[src/rtl/wr_admit_pkg.sv]
package wr_admit_pkg;
  localparam int ID_W = 2;
  localparam int MAX_IDS = 4;

  typedef enum logic [1:0] {
    MC_DEVICE   = 2'd0,
    MC_CACHED   = 2'd1,
    MC_UNCACHED = 2'd2,
    MC_EVICT    = 2'd3
  } mem_class_e;

  function automatic logic [ID_W-1:0] class_to_id(input logic [1:0] cls, input bit hp);
    if (hp) return cls;
    return (cls == MC_DEVICE) ? 2'd0 : 2'd1;
  endfunction
endpackage

[src/rtl/wr_admit_idmap.sv]
module wr_admit_idmap #(
  parameter bit HIGH_PERF = 1'b1
) (
  input  logic [1:0]                  cls,
  output logic [wr_admit_pkg::ID_W-1:0] id
);
  import wr_admit_pkg::*;

  generate
    if (HIGH_PERF) begin : g_hp
      // One reserved ID per class.
      assign id = cls;
    end else begin : g_area
      // Device keeps its own ID, all Normal traffic shares the second.
      assign id = (cls == MC_DEVICE) ? 2'd0 : 2'd1;
    end
  endgenerate
endmodule

[src/rtl/wr_admit_ctr.sv]
module wr_admit_ctr #(
  parameter int CNT_W = 6
) (
  input  logic             clk,
  input  logic             rst,
  input  logic             inc,
  input  logic             dec,
  output logic [CNT_W-1:0] count
);
  logic dec_ok;
  assign dec_ok = dec && (count != '0);

  always_ff @(posedge clk) begin
    if (rst) begin
      count <= '0;
    end else begin
      case ({inc, dec_ok})
        2'b10:   count <= count + CNT_W'(1);
        2'b01:   count <= count - CNT_W'(1);
        default: count <= count;
      endcase
    end
  end
endmodule

[src/rtl/wr_admit_budget.sv]
module wr_admit_budget #(
  parameter bit HIGH_PERF     = 1'b1,
  parameter int DEV_MAX       = 15,
  parameter int NORM_MAX      = 24,
  parameter int CACHED_MAX    = 17,
  parameter int UNCACHED_MAX  = 10,
  parameter int AREA_NORM_MAX = 10,
  parameter int CNT_W         = 6
) (
  input  logic [4*CNT_W-1:0] cnt_flat,
  input  logic [1:0]         cls,
  output logic               ok
);
  import wr_admit_pkg::*;

  localparam int SW = CNT_W + 2;
  localparam logic [SW-1:0] L_DEV  = SW'(DEV_MAX);
  localparam logic [SW-1:0] L_NORM = SW'(NORM_MAX);
  localparam logic [SW-1:0] L_CACH = SW'(CACHED_MAX);
  localparam logic [SW-1:0] L_UNC  = SW'(UNCACHED_MAX);
  localparam logic [SW-1:0] L_AREA = SW'(AREA_NORM_MAX);

  logic [SW-1:0] c0, c1, c2, c3;
  assign c0 = SW'(cnt_flat[0*CNT_W +: CNT_W]);
  assign c1 = SW'(cnt_flat[1*CNT_W +: CNT_W]);
  assign c2 = SW'(cnt_flat[2*CNT_W +: CNT_W]);
  assign c3 = SW'(cnt_flat[3*CNT_W +: CNT_W]);

  generate
    if (HIGH_PERF) begin : g_hp
      logic [SW-1:0] norm_sum, cach_sum;
      logic          norm_room;
      assign norm_sum  = c1 + c2 + c3;
      assign cach_sum  = c1 + c3;
      assign norm_room = norm_sum < L_NORM;
      always_comb begin
        case (cls)
          MC_DEVICE:   ok = c0 < L_DEV;
          MC_UNCACHED: ok = norm_room && (c2 < L_UNC);
          default:     ok = norm_room && (cach_sum < L_CACH);
        endcase
      end
    end else begin : g_area
      assign ok = (cls == MC_DEVICE) ? (c0 < L_DEV) : (c1 < L_AREA);
    end
  endgenerate
endmodule

[src/rtl/wr_admit.sv]
module wr_admit #(
  parameter bit HIGH_PERF     = 1'b1,
  parameter int DEV_MAX       = 15,
  parameter int NORM_MAX      = 24,
  parameter int CACHED_MAX    = 17,
  parameter int UNCACHED_MAX  = 10,
  parameter int AREA_NORM_MAX = 10
) (
  input  logic       clk,
  input  logic       rst,
  input  logic       req_valid,
  input  logic [1:0] req_class,
  output logic       req_ready,
  output logic       aw_valid,
  output logic [1:0] aw_id,
  input  logic       b_valid,
  input  logic [1:0] b_id,
  output logic       writes_saturated
);
  import wr_admit_pkg::*;

  localparam int NUM_ID    = HIGH_PERF ? 4 : 2;
  localparam int TOTAL_MAX = DEV_MAX + (HIGH_PERF ? NORM_MAX : AREA_NORM_MAX);
  localparam int CNT_W     = $clog2(TOTAL_MAX + 1);
  localparam int SW        = CNT_W + 2;
  localparam logic [SW-1:0] L_TOTAL = SW'(TOTAL_MAX);

  logic [4*CNT_W-1:0] cnt_flat;
  logic [SW-1:0]      total_cnt;
  logic [ID_W-1:0]    req_id;
  logic               admit;

  wr_admit_idmap #(.HIGH_PERF(HIGH_PERF)) u_idmap (
    .cls (req_class),
    .id  (req_id)
  );

  wr_admit_budget #(
    .HIGH_PERF     (HIGH_PERF),
    .DEV_MAX       (DEV_MAX),
    .NORM_MAX      (NORM_MAX),
    .CACHED_MAX    (CACHED_MAX),
    .UNCACHED_MAX  (UNCACHED_MAX),
    .AREA_NORM_MAX (AREA_NORM_MAX),
    .CNT_W         (CNT_W)
  ) u_budget (
    .cnt_flat (cnt_flat),
    .cls      (req_class),
    .ok       (req_ready)
  );

  assign admit = req_valid && req_ready;

  generate
    for (genvar g = 0; g < MAX_IDS; g++) begin : g_id
      if (g < NUM_ID) begin : g_on
        wr_admit_ctr #(.CNT_W(CNT_W)) u_ctr (
          .clk   (clk),
          .rst   (rst),
          .inc   (admit && (req_id == ID_W'(g))),
          .dec   (b_valid && (b_id == ID_W'(g))),
          .count (cnt_flat[g*CNT_W +: CNT_W])
        );
      end else begin : g_off
        assign cnt_flat[g*CNT_W +: CNT_W] = '0;
      end
    end
  endgenerate

  always_comb begin
    total_cnt = '0;
    for (int i = 0; i < MAX_IDS; i++) begin
      total_cnt = total_cnt + SW'(cnt_flat[i*CNT_W +: CNT_W]);
    end
  end

  // Decoded from the counter registers only.
  assign writes_saturated = (total_cnt == L_TOTAL);

  always_ff @(posedge clk) begin
    if (rst) begin
      aw_valid <= 1'b0;
      aw_id    <= '0;
    end else begin
      aw_valid <= admit;
      if (admit) aw_id <= req_id;
    end
  end
endmodule

[config.mk]
export PLATFORM = sky130hd
export DESIGN_NAME = wr_admit
export DESIGN_NICKNAME = d
export VERILOG_FILES = /design/src/rtl/wr_admit_pkg.sv /design/src/rtl/wr_admit_idmap.sv /design/src/rtl/wr_admit_ctr.sv /design/src/rtl/wr_admit_budget.sv /design/src/rtl/wr_admit.sv
export SDC_FILE = /design/constraint.sdc
export NUM_CORES = 1
export LEC_CHECK = 0
export BUFFER_PORTS_ARGS = -buffer_cell sky130_fd_sc_hd__buf_4
export CAP_MARGIN = 0
export CORE_ASPECT_RATIO = 0.5
export CORE_MARGIN = 2
export CORE_UTILIZATION = 68
export DETAILED_ROUTE_END_ITERATION = 6
export PLACE_DENSITY_LB_ADDON = 0.25
export REMOVE_ABC_BUFFERS = 1
export SYNTH_ARGS = -nofsm -noshare
export SYNTH_HDL_FRONTEND = slang
export SYNTH_SLANG_ARGS = --single-unit
[constraint.sdc]
create_clock -name clk -period 9 [get_ports clk]
set_clock_uncertainty 0.15 [all_clocks]
set_input_delay 0.9 -clock clk [delete_from_list [all_inputs] [get_ports clk]]
set_output_delay 0.9 -clock clk [all_outputs]
set_load 0.005 [all_outputs]
==> impl_results.rst <==
.. list-table::
   :header-rows: 1

   * - Metric
     - Value
   * - Outcome
     - finished clean
   * - Final ANT Viol Nets
     - 0
   * - Most common flop cell mapped by yosys
     - sky130_fd_sc_hd__dfxtp_1
   * - Number of gates resized after CTS
     - 0
   * - Latest clock arrival within the worst-skew pair
     - 0.28 ns
   * - Leakage power of the design
     - 1.51 nW
   * - Type of element capturing the critical path
     - flop
   * - Nets
     - 407
   * - Die Height
     - 49.7 um
   * - Crit Path Category
     - flop to flop
   * - Post-detailed-route via-to-cell ratio
     - 6.42
   * - H-tree Lvls
     - 1
   * - ANT cells
     - 0
   * - Vias after detailed routing
     - 2503
   * - Detailed Routing Iterations Pass 1
     - 5
   * - Pin count of the biggest net entering global routing
     - 28
   * - Initial detailed-routing violation count
     - 169
   * - Max-slew headroom
     - 57.5%
   * - Arrival time of the worst setup path
     - 5.56 ns
   * - Sink Count
     - 27
   * - Pwr per Cell Area
     - 79.8 mW/mm^2
   * - Core outline area
     - 0.00396 mm^2
   * - Overflow after GRT
     - 0
   * - Clock transition at path regs
     - 0.10 ns
   * - Via count of the first global-routing pass
     - 2473
   * - Final period demand of the worst path
     - 5.54 ns
   * - Yosys warning count
     - 0
   * - Timing-limited maximum frequency
     - 0.181 GHz
   * - DRC errors left
     - 0
   * - Setup Fix Bufs, Post-CTS
     - 0
   * - Setup TNS
     - 0 ns
   * - Placer's final routability congestion estimate
     - 0.880
   * - Endpoints failing setup
     - 0
   * - Flop and latch count out of synthesis
     - 27
   * - Die Width
     - 95.5 um
   * - Buffer type at the clock tree root
     - sky130_fd_sc_hd__clkbuf_8
   * - Fillers
     - 300
   * - Number of input and output port buffers inserted
     - 12
   * - Type of the most critical hold path
     - flop to flop
   * - Final routed wirelength across all metal layers
     - 6620 um
   * - Longest Clk Path Bufs
     - 2
   * - Max-Cap Viols
     - 0
   * - Most used cells in the layout excluding fill and tap cells
     - sky130_fd_sc_hd__nor2_1 (45), sky130_fd_sc_hd__ha_1 (44), sky130_fd_sc_hd__dfxtp_1 (27)
   * - Synth cell types
     - 46
   * - Post-synth EDFFs
     - 0
   * - First-pass GRT wire length
     - 11200 um
   * - RSZ-0062 raised after global routing
     - false
   * - Asr flop ratio synth
     - 0%
   * - Number of hold-slack violations in the final timing report
     - 0
   * - Most common cell after layout, fill and taps aside
     - sky130_fd_sc_hd__nor2_1
   * - Synth Cell Area
     - 0.00285 mm^2
   * - Initial core utilization
     - 71.8%
   * - Worst ir drop on vdd
     - 0.0516 mV
   * - Total design power
     - 0.241 mW
   * - Share of layout cells above drive strength 1
     - 5.36%
   * - Transition at the pin with the smallest max-transition slack
     - 0.621 ns
   * - Number of buffers inserted for hold repair after clock tree synthesis
     - 0
   * - Final Cycle Share
     - 61.5%
   * - Worst path required time
     - 9.02 ns
   * - Avg WL per Cell
     - 17.0 um
   * - Startpoint Class
     - flop
   * - Total clock buffers created by CTS
     - 3
   * - Site Rows
     - 16
   * - Post-DP HPWL
     - 5150 um
   * - Final max-slew violation count
     - 0
   * - Clock tree from TritonCTS
     - yes
   * - Die outline area
     - 0.00475 mm^2
   * - Synthesized instance count
     - 328
   * - Syn avg cell area
     - 8.67 um^2
   * - Proportion of synthesized chip area in sequential cells
     - 19.0%
   * - Post-synthesis to final-layout area growth
     - 6.07%
   * - Number of top-level design ports
     - 13
   * - Number of antenna violations at the first check in global routing
     - 0
   * - Total global-route track usage
     - 30.6%
   * - Biggest fanout along the worst timing path
     - 9
-- sequential cells by signal, summed over array words and instances (netlist names) --
register / cells
aw_id: 2
aw_valid: 1
g_id.g_on.u_ctr.count: 24
-- worst paths after layout --
check,end,cells past startpoint,slack [ns],startpoint
max,g_id[1].g_on.u_ctr.count[5],21,3.46,g_id[1].g_on.u_ctr.count[1]
min,aw_id[0],2,0.35,aw_id[0]
max reg2reg,g_id[1].g_on.u_ctr.count[5],21,3.46,g_id[1].g_on.u_ctr.count[1]
min reg2reg,aw_id[0],2,0.35,aw_id[0]
-- synth_stat cells (all sizes together), types with 2 or more instances --
| cell type | instances | area (um^2) |
|---|---|---|
| ha | 44 | 551 |
| nor2 | 45 | 169 |
| o21a | 3 | 22.5 |
| nor4 | 6 | 37.5 |
| o21ai | 11 | 55.1 |
| a21o | 15 | 114 |
| o31ai | 3 | 22.5 |
| a21oi | 25 | 125 |
| nand3b | 2 | 15.0 |
| clkbuf | 7 | 26.3 |
| a31oi | 3 | 18.8 |
| a311oi | 3 | 26.3 |
| o21bai | 2 | 15.0 |
| nor2b | 6 | 37.5 |
| fa | 18 | 360 |
| o311ai | 2 | 17.5 |
| o2111ai | 2 | 17.5 |
| a2111oi | 3 | 32.5 |
| nor3b | 2 | 15.0 |
| a211oi | 6 | 45.0 |
| mux2i | 2 | 20.0 |
| nor3 | 8 | 40.0 |
| xor2 | 14 | 123 |
| or4 | 2 | 15.0 |
| nand3 | 4 | 20.0 |
| xnor2 | 10 | 87.6 |
| nand2b | 6 | 37.5 |
| inv | 23 | 86.3 |
| nand2 | 11 | 41.3 |
| dfxtp | 27 | 541 |
-- final cells by class --
class                           instances  area (um^2)  area share (%)
Clock buffer                            4         45.0            1.49
Inverter                               23         86.3            2.86
Multi-Input combinational cell        270         2190            72.5
Sequential cell                        27          541            17.9
Tap cell                               54         67.6            2.24
Timing Repair Buffer                   12         90.1            2.99
-- worst max-delay path, cell delays in order (launching register included) --
cell and delay (ns):
sky130_fd_sc_hd__dfxtp_1 0.61, sky130_fd_sc_hd__ha_1 0.31, sky130_fd_sc_hd__a21o_1 0.17, sky130_fd_sc_hd__a21oi_1 0.24, sky130_fd_sc_hd__o21bai_1 0.10, sky130_fd_sc_hd__a21oi_1 0.20
sky130_fd_sc_hd__xnor2_1 0.16, sky130_fd_sc_hd__ha_1 0.26, sky130_fd_sc_hd__nor4_1 0.27, sky130_fd_sc_hd__nand3_1 0.10, sky130_fd_sc_hd__a311oi_1 0.37, sky130_fd_sc_hd__a32o_1 0.21
sky130_fd_sc_hd__nand3_1 0.09, sky130_fd_sc_hd__or2_1 0.22, sky130_fd_sc_hd__ha_1 0.27, sky130_fd_sc_hd__ha_1 0.31, sky130_fd_sc_hd__a21o_1 0.18, sky130_fd_sc_hd__a21o_1 0.21
sky130_fd_sc_hd__a2111oi_0 0.62, sky130_fd_sc_hd__a311oi_1 0.15, sky130_fd_sc_hd__xor2_1 0.18, sky130_fd_sc_hd__nor2_1 0.05
-- power by group --
| group | switching [mW] | internal [mW] |
|---|---|---|
| clock network | 0.0417 | 0.0319 |
| logic | 0.0221 | 0.0171 |
| registers | 0.00574 | 0.122 |
| total | 0.0696 | 0.171 |
-- through the flow --
| stage | hold WS (ns) | setup WS, ns | utilization, % | std cells | instance area [um^2] |
|---|---|---|---|---|---|
| after floorplan | 0.319 | 4.32 | - | 320 | 2820 |
| after global placement | 0.321 | 3.98 | 75.0 | 386 | 2970 |
| after detailed placement | 0.332 | 3.64 | 75.0 | 386 | 2970 |
| after CTS | 0.346 | 3.60 | 76.1 | 390 | 3020 |
| after global routing | 0.368 | 3.23 | 76.1 | 390 | 3020 |
| final | 0.352 | 3.46 | 76.1 | 390 | 3020 |
-- per-layer routing --
| layer | up-vias | GRT usage (%) | routed length [um] | share of wire [%] |
|---|---|---|---|---|
| met5 | - | 0 | 0 | 0 |
| met4 | 0 | 10.5 | 184 | 2.8 |
| met3 | 27 | 6.42 | 419 | 6.3 |
| met2 | 97 | 51.8 | 3150 | 48 |
| met1 | 1184 | 39.1 | 2870 | 43 |
| li1 | 1195 | - | - | - |
-- cell families (layout without fill, tap and decap cells) --
kind of cell | count (synthesis) | after routing | share of synthesized area, %
xor+xnor | 24 | 24 | 7.39
buf+inv | 31 | 39 | 4.09
flops | 27 | 27 | 19.0
mux | 3 | 3 | 1.10
compound gates | 84 | 84 | 20.1
fa+ha+maj | 62 | 62 | 32.0
simple gates | 97 | 97 | 16.3
No activity file was read; power rests on OpenSTA's default activity.
